$ cat config.mk
export PLATFORM = sky130hd
export DESIGN_NAME = sensor_regbank
export DESIGN_NICKNAME = d
export VERILOG_FILES = /design/src/rtl/sbank_pkg.sv /design/src/rtl/sbank_freeze_fsm.sv /design/src/rtl/sbank_temp_encode.sv /design/src/rtl/sensor_regbank.sv
export SDC_FILE = /design/constraint.sdc
export NUM_CORES = 1
export LEC_CHECK = 0
export ABC_AREA = 1
export BUFFER_PORTS_ARGS = -buffer_cell sky130_fd_sc_hd__buf_2
export CAP_MARGIN = 25
export CORE_ASPECT_RATIO = 0.5
export CORE_MARGIN = 4
export CORE_UTILIZATION = 40
export CTS_CLUSTER_DIAMETER = 30
export DETAILED_ROUTE_END_ITERATION = 6
export PLACE_DENSITY = 0.64
export SYNTH_ARGS = -nofsm -noshare
export SYNTH_HDL_FRONTEND = slang
export SYNTH_SLANG_ARGS = --single-unit
$ cat constraint.sdc
create_clock -name clk -period 1.7 [get_ports clk]
set_input_delay 0.17 -clock clk [delete_from_list [all_inputs] [get_ports clk]]
set_output_delay 0.17 -clock clk [all_outputs]
set_load 0.01 [all_outputs]
$ cat src/rtl/sbank_pkg.sv
package sbank_pkg;
    typedef enum logic {
        FZ_TRACK  = 1'b0,
        FZ_FROZEN = 1'b1
    } fz_state_e;

    localparam logic [7:0] VOLT_BASE  = 8'h00;
    localparam logic [7:0] TEMP_BASE  = 8'h08;
    localparam logic [7:0] LOW_VOLT   = 8'h10;
    localparam logic [7:0] LOW_TEMP   = 8'h11;
    localparam logic [7:0] CFG_ADDR   = 8'h20;
    localparam logic [7:0] TEMP_RESET = 8'h80;
    localparam logic [7:0] FAULT_TWOS = 8'h80;
    localparam logic [7:0] FAULT_OFS  = 8'h00;
endpackage

$ cat src/rtl/sbank_freeze_fsm.sv
module sbank_freeze_fsm
    import sbank_pkg::*;
#(
    parameter int N = 4
) (
    input  logic         clk,
    input  logic         rst_n,
    input  logic         low_rd,
    input  logic [N-1:0] hi_rd,
    output logic         accept,
    output logic         frozen
);
    fz_state_e    state, state_n;
    logic [N-1:0] pend, pend_n;

    always_comb begin
        state_n = state;
        pend_n  = pend;
        unique case (state)
            FZ_TRACK: begin
                if (low_rd) begin
                    state_n = FZ_FROZEN;
                    pend_n  = '1;
                end
            end
            FZ_FROZEN: begin
                pend_n = pend & ~hi_rd;
                if (pend_n == '0) state_n = FZ_TRACK;
            end
            default: state_n = FZ_TRACK;
        endcase
    end

    always_ff @(posedge clk or negedge rst_n) begin
        if (!rst_n) begin
            state <= FZ_TRACK;
            pend  <= '0;
        end else begin
            state <= state_n;
            pend  <= pend_n;
        end
    end

    always_comb begin
        accept = (state == FZ_TRACK) && !low_rd;
        frozen = (state == FZ_FROZEN);
    end
endmodule

$ cat src/rtl/sbank_temp_encode.sv
module sbank_temp_encode
    import sbank_pkg::*;
(
    input  logic [7:0] raw,
    input  logic       fault,
    input  logic       ofs_mode,
    output logic [7:0] code
);
    logic signed [8:0] shifted;

    always_comb begin
        shifted = $signed({raw[7], raw}) + 9'sd64;
        if (fault)
            code = ofs_mode ? FAULT_OFS : FAULT_TWOS;
        else if (!ofs_mode)
            code = raw;
        else if (shifted < 9'sd1)
            code = 8'h01;
        else
            code = shifted[7:0];
    end
endmodule

$ cat src/rtl/sensor_regbank.sv
module sensor_regbank
    import sbank_pkg::*;
#(
    parameter int NUM_VOLT = 4,
    parameter int NUM_TEMP = 3
) (
    input  logic                                  clk,
    input  logic                                  rst_n,
    input  logic                                  meas_we,
    input  logic [$clog2(NUM_VOLT+NUM_TEMP)-1:0]  meas_ch,
    input  logic [7:0]                            meas_hi,
    input  logic [1:0]                            meas_lo,
    input  logic                                  meas_fault,
    input  logic [7:0]                            host_addr,
    input  logic                                  host_wr,
    input  logic                                  host_rd,
    input  logic [7:0]                            host_wdata,
    output logic [7:0]                            host_rdata
);
    // Each group packs 2 bits per channel into one byte, so at most 4 channels per group.
    localparam int NCH  = NUM_VOLT + NUM_TEMP;
    localparam int CH_W = $clog2(NCH);

    logic [7:0]          hi_q  [NCH];
    logic [1:0]          lo_q  [NCH];
    logic [NUM_TEMP-1:0] flt_q;
    logic [7:0]          tcode [NUM_TEMP];
    logic                fmt_q, lock_q;
    logic [NUM_VOLT-1:0] v_hi_rd;
    logic [NUM_TEMP-1:0] t_hi_rd;
    logic                v_low_rd, t_low_rd;
    logic                v_accept, t_accept, v_frozen, t_frozen;
    logic [7:0]          low_v, low_t, rd_mux;
    logic [8*NUM_VOLT-1:0] v_hi_flat;
    logic [8*NUM_TEMP-1:0] t_hi_flat;
    logic [NUM_TEMP-1:0]   t_flt_flat;
    logic [5:0]          unused_wdata_hi;

    assign unused_wdata_hi = host_wdata[7:2];
    assign v_low_rd = host_rd && (host_addr == LOW_VOLT);
    assign t_low_rd = host_rd && (host_addr == LOW_TEMP);
    assign t_flt_flat = flt_q;

    // Group state machines
    sbank_freeze_fsm #(.N(NUM_VOLT)) u_fz_volt (
        .clk(clk), .rst_n(rst_n), .low_rd(v_low_rd), .hi_rd(v_hi_rd),
        .accept(v_accept), .frozen(v_frozen));
    sbank_freeze_fsm #(.N(NUM_TEMP)) u_fz_temp (
        .clk(clk), .rst_n(rst_n), .low_rd(t_low_rd), .hi_rd(t_hi_rd),
        .accept(t_accept), .frozen(t_frozen));

    // Channel storage
    for (genvar c = 0; c < NCH; c++) begin : g_ch
        localparam bit IS_T = (c >= NUM_VOLT);
        logic take;
        assign take = meas_we && (meas_ch == CH_W'(c)) && (IS_T ? t_accept : v_accept);
        always_ff @(posedge clk or negedge rst_n) begin
            if (!rst_n) begin
                hi_q[c] <= IS_T ? TEMP_RESET : 8'h00;
                lo_q[c] <= 2'b00;
            end else if (take) begin
                hi_q[c] <= meas_hi;
                lo_q[c] <= (IS_T && meas_fault) ? 2'b00 : meas_lo;
            end
        end
    end

    for (genvar v = 0; v < NUM_VOLT; v++) begin : g_volt
        assign v_hi_rd[v] = host_rd && (host_addr == VOLT_BASE + 8'(v));
        assign v_hi_flat[8*v +: 8] = hi_q[v];
    end

    for (genvar t = 0; t < NUM_TEMP; t++) begin : g_temp
        localparam int CI = NUM_VOLT + t;
        assign t_hi_rd[t] = host_rd && (host_addr == TEMP_BASE + 8'(t));
        assign t_hi_flat[8*t +: 8] = hi_q[CI];
        always_ff @(posedge clk or negedge rst_n) begin
            if (!rst_n)
                flt_q[t] <= 1'b0;
            else if (meas_we && (meas_ch == CH_W'(CI)) && t_accept)
                flt_q[t] <= meas_fault;
        end
        sbank_temp_encode u_enc (
            .raw(hi_q[CI]), .fault(flt_q[t]), .ofs_mode(fmt_q), .code(tcode[t]));
    end

    // Packed low-resolution bytes
    always_comb begin
        low_v = 8'h00;
        low_t = 8'h00;
        for (int i = 0; i < NUM_VOLT; i++) low_v[2*i +: 2] = lo_q[i];
        for (int j = 0; j < NUM_TEMP; j++) low_t[2*j +: 2] = lo_q[NUM_VOLT + j];
    end

    // Configuration: format and sticky lock
    always_ff @(posedge clk or negedge rst_n) begin
        if (!rst_n) begin
            fmt_q  <= 1'b0;
            lock_q <= 1'b0;
        end else if (host_wr && (host_addr == CFG_ADDR) && !lock_q) begin
            fmt_q  <= host_wdata[0];
            lock_q <= host_wdata[1];
        end
    end

    // Read decode
    always_comb begin
        rd_mux = 8'h00;
        for (int i = 0; i < NUM_VOLT; i++)
            if (host_addr == VOLT_BASE + 8'(i)) rd_mux = hi_q[i];
        for (int j = 0; j < NUM_TEMP; j++)
            if (host_addr == TEMP_BASE + 8'(j)) rd_mux = tcode[j];
        if (host_addr == LOW_VOLT) rd_mux = low_v;
        if (host_addr == LOW_TEMP) rd_mux = low_t;
        if (host_addr == CFG_ADDR) rd_mux = {6'b0, lock_q, fmt_q};
    end

    always_ff @(posedge clk or negedge rst_n) begin
        if (!rst_n)
            host_rdata <= 8'h00;
        else if (host_rd)
            host_rdata <= rd_mux;
    end
endmodule

==> impl_metrics.env <==
export IMPL_status="finished, violations left"
export IMPL_violations="negative setup slack"
export IMPL_timing_hold_ws_ns=0.0526
export IMPL_grt_pass1_vias=4166
export IMPL_clk_pin_slew_ns=0.07
export IMPL_seq_power_share_pct=46.9
export IMPL_p_total_mw=5.88
export IMPL_cp_slowest_cell="dfstp_2"
export IMPL_grtUsageMet2_pct=30.3
export IMPL_groute_layer_met1_usage_pct=28.2
export IMPL_yosys_area_top_type_share_pct=47.1
export IMPL_die_x_um=162
export IMPL_area_growth_pct=22.8
export IMPL_synth_seq_cells=92
export IMPL_synth_nets=655
export IMPL_hold_viol_final=0
export IMPL_row_count=27
export IMPL_routed_wl_um=13100
export IMPL_tightest_slew_ns=0.468
export IMPL_slew_violations=0
export IMPL_netlist_area_um2=4730
export IMPL_dpl_cell_area_um2=5340
export IMPL_synthTopCellsByCount="nand2_1, dfrtp_1, inv_1"
export IMPL_root_buffer="clkbuf_16"
export IMPL_p_switching_mw=1.70
export IMPL_cts_buffers=9
export IMPL_worstPathArrival_ns=2.04
export IMPL_fin_ws_ns=-0.0933
export IMPL_fin_skew_ns=0.00562
export IMPL_peakVddDrop_mv=0.488
export IMPL_utilization_pct=51.5
export IMPL_ys_warnings_count=0
export IMPL_synthCells=617
export IMPL_synthArstFlopShare_pct=100
export IMPL_rsz0062_at_grt="yes"
export IMPL_comb_power_share_pct=18.4
export IMPL_path_cells="ha_4 > nand2_1 > nor2_2 > nand2_1 > nand2_1 > nand3_4 > nand2_1 > nand2_1 > nand3_2 > nor2_1 > nand4_1 > nand2_1 > inv_1"
export IMPL_worstPathMaxFanout=5
export IMPL_ys_types=31
export IMPL_post_route_period_util_pct=105
export IMPL_swShare_pct=28.9
export IMPL_fmax_mhz=558
export IMPL_min_path_type="in -> reg"
export IMPL_place_congestion=0.899
export IMPL_drt_pass1_iterations=5
export IMPL_cts_htree_levels=3
export IMPL_cap_violations=0
export IMPL_setup_viol=7
export IMPL_fin_crit_ns=1.79
export IMPL_synth_top_flop_cell="dfrtp_1"
export IMPL_power_share_clock_pct=34.6
export IMPL_antenna_found_initial=0
export IMPL_vias_per_cell=4.99
export IMPL_use_met3_pct=5.00
export IMPL_cts_sinks=92
export IMPL_synth_area_leaders="dfrtp_1, nand2_1, inv_1"
export IMPL_yosysSeqAreaShare_pct=48.8
export IMPL_p_per_area_nw_per_um2=1010
export IMPL_final_nets=724
export IMPL_clkLatencyLatePin_ns=0.34
export IMPL_required_ns=1.95
export IMPL_internal_power_mw=4.18
export IMPL_vias=4242
export IMPL_antenna_cells=0
export IMPL_dpl_hpwl_um=9410
export IMPL_die_y_um=84.9
export IMPL_critical_path_class="reg -> reg"
export IMPL_avgSynthCellArea_um2=7.67
export IMPL_grt_pass1_wl_um=21200
export IMPL_clockBufferDepth=2
export IMPL_ios=43
export IMPL_io_buffer_count=36
export IMPL_ant_nets=0
export IMPL_cpMostUsedCell="nand2_1"
export IMPL_layout_drive_gt1_share_pct=22.3
export IMPL_crit_path_end_kind="flip-flop"
export IMPL_grt_overflow=0
export IMPL_start_util_pct=41.9
export IMPL_grt_use_total_pct=19.8
export IMPL_synth_most_common_cell="nand2_1"
export IMPL_coreArea_um2=11300
export IMPL_drc=0
export IMPL_die_area_um2=13700
export IMPL_critPathMaxStageDelay_ns=0.55
export IMPL_synth_edf_count=0
export IMPL_grt_max_degree=33
export IMPL_drt_iter0_drc=443
export IMPL_cts_tree="yes"
export IMPL_final_cell_area_um2=5810
export IMPL_busiest_layer="met2"
export IMPL_synth_area_leader_cell="dfrtp_1"
export IMPL_power_leakage_nw=2.94
export IMPL_wl_per_cell_um=15.4
export IMPL_max_slew_margin_rel_pct=68.8
export IMPL_startpoint_type="flip-flop"
==> through the flow <==
step           cells  TNS, ns  setup slack [ns]
2_1_floorplan    617        0            0.0286
3_3_place_gp     831   -0.235           -0.0617
3_5_place_dp     831   -0.895            -0.154
4_1_cts          848   -0.433           -0.0983
5_1_grt          850    -1.22            -0.187
6_report         850   -0.387           -0.0933
==> kinds of logic after synthesis <==
logic type / count (synthesis) / share of synthesized area, %
and+or+nand+nor: 323 / 30.3
AOI/OAI and AO/OA: 105 / 11.3
buffers and inverters: 92 / 8.49
adders and majority gates: 3 / 0.794
xor gates and xnor gates: 2 / 0.370
DFF: 92 / 48.8
==> cell type report <==
class                   count  area, µm²
repair buffers             74        546
multi-input cells         433       2170
clock buffers              10        239
clock inverters             6       62.6
flip-flops and latches     92       2310
well taps                 159        199
fillers                  1108       5480
inverters                  76        288
==> flip-flops by register name, summed over array words and instances, names as in the netlist <==
| name | cells |
|---|---|
| hi_q | 56 |
| lo_q | 14 |
| host_rdata | 8 |
| u_fz_volt.pend | 4 |
| flt_q | 3 |
| u_fz_temp.pend | 3 |
| fmt_q | 1 |
| lock_q | 1 |
| u_fz_temp.frozen | 1 |
| u_fz_volt.frozen | 1 |
==> cells in the final DEF, fill, tap and decap left out, types with 2 or more instances in the layout <==
master     synthesis  routed
or2_2              2       2
o21ai_0           42      40
nor2_1            45      41
inv_1             67      64
xor2_1             2       2
ha_4               0       3
nand3_4            0       2
nand2_4            4       5
nor2_2             6       9
nor3_1             9       9
o21bai_1           2       2
inv_2              8      11
nand4_1            9       9
o21ai_1           44      45
a21oi_1           15      15
clkbuf_16          0       9
dfstp_2            3       3
buf_4              7      32
dfrtp_1           89      89
nand2_1          193     184
buf_2              4      35
clkinv_2           0       3
nand3_1           41      32
nand2_2            3      11
a31oi_1            2       2
nand3_2            2       9
buf_12             0       6
nor2_4             5       6
==> critical path: cells and delay by family (launching register included) <==
| kind | cells | cell delay, ns |
|---|---|---|
| adder cells (fa/ha/maj) | 1 | 0.20 |
| buffers and inverters | 1 | 0.03 |
| flip-flops | 1 | 0.55 |
| AND/OR/NAND/NOR | 11 | 0.92 |
==> worst paths after layout <==
check | from | endpoint | slack (ns) | cells after the start
min in group asynchronous | rst_n | hi_q[54]$_DFFE_PN0P_ | 0.32 | 2
setup reg to reg | hi_q[15]$_DFFE_PN1P_ | host_rdata[0]$_DFFE_PN0P_ | -0.09 | 13
max in group asynchronous | rst_n | lo_q[6]$_DFFE_PN0P_ | 0.85 | 3
hold / removal | host_wdata[1] | lock_q$_DFFE_PN0P_ | 0.05 | 3
hold reg to reg | host_rdata[6]$_DFFE_PN0P_ | host_rdata[6]$_DFFE_PN0P_ | 0.47 | 2
setup / recovery | hi_q[15]$_DFFE_PN1P_ | host_rdata[0]$_DFFE_PN0P_ | -0.09 | 13
==> metal layers <==
metal / vias up / share of wire (%)
li1: 2118 / -
met1: 2010 / 49
met2: 98 / 44
met3: 16 / 5.5
met4: 0 / 1.4
met5: - / 0
==> power by group through the flow <==
stage	combinational, mW	sequential, mW	clock, mW
floorplan	0.607	2.74	0
finish	1.08	2.76	2.04
global route	1.25	2.80	2.20
global placement	0.927	2.78	0
CTS	1.01	2.75	2.07
detailed placement	0.956	2.78	0
==> what timing repair did <==
| action | 4_1_cts | 5_1_grt |
|---|---|---|
| setup buffers | 0 | 2 |
| hold endpoints to repair | 26 | 0 |
| pin swaps | 9 | 20 |
| endpoints found under the setup margin | 8 | 8 |
| gates resized for setup | 10 | 24 |
| hold buffers | 1 | 0 |
(Power assumes the default switching activity.)
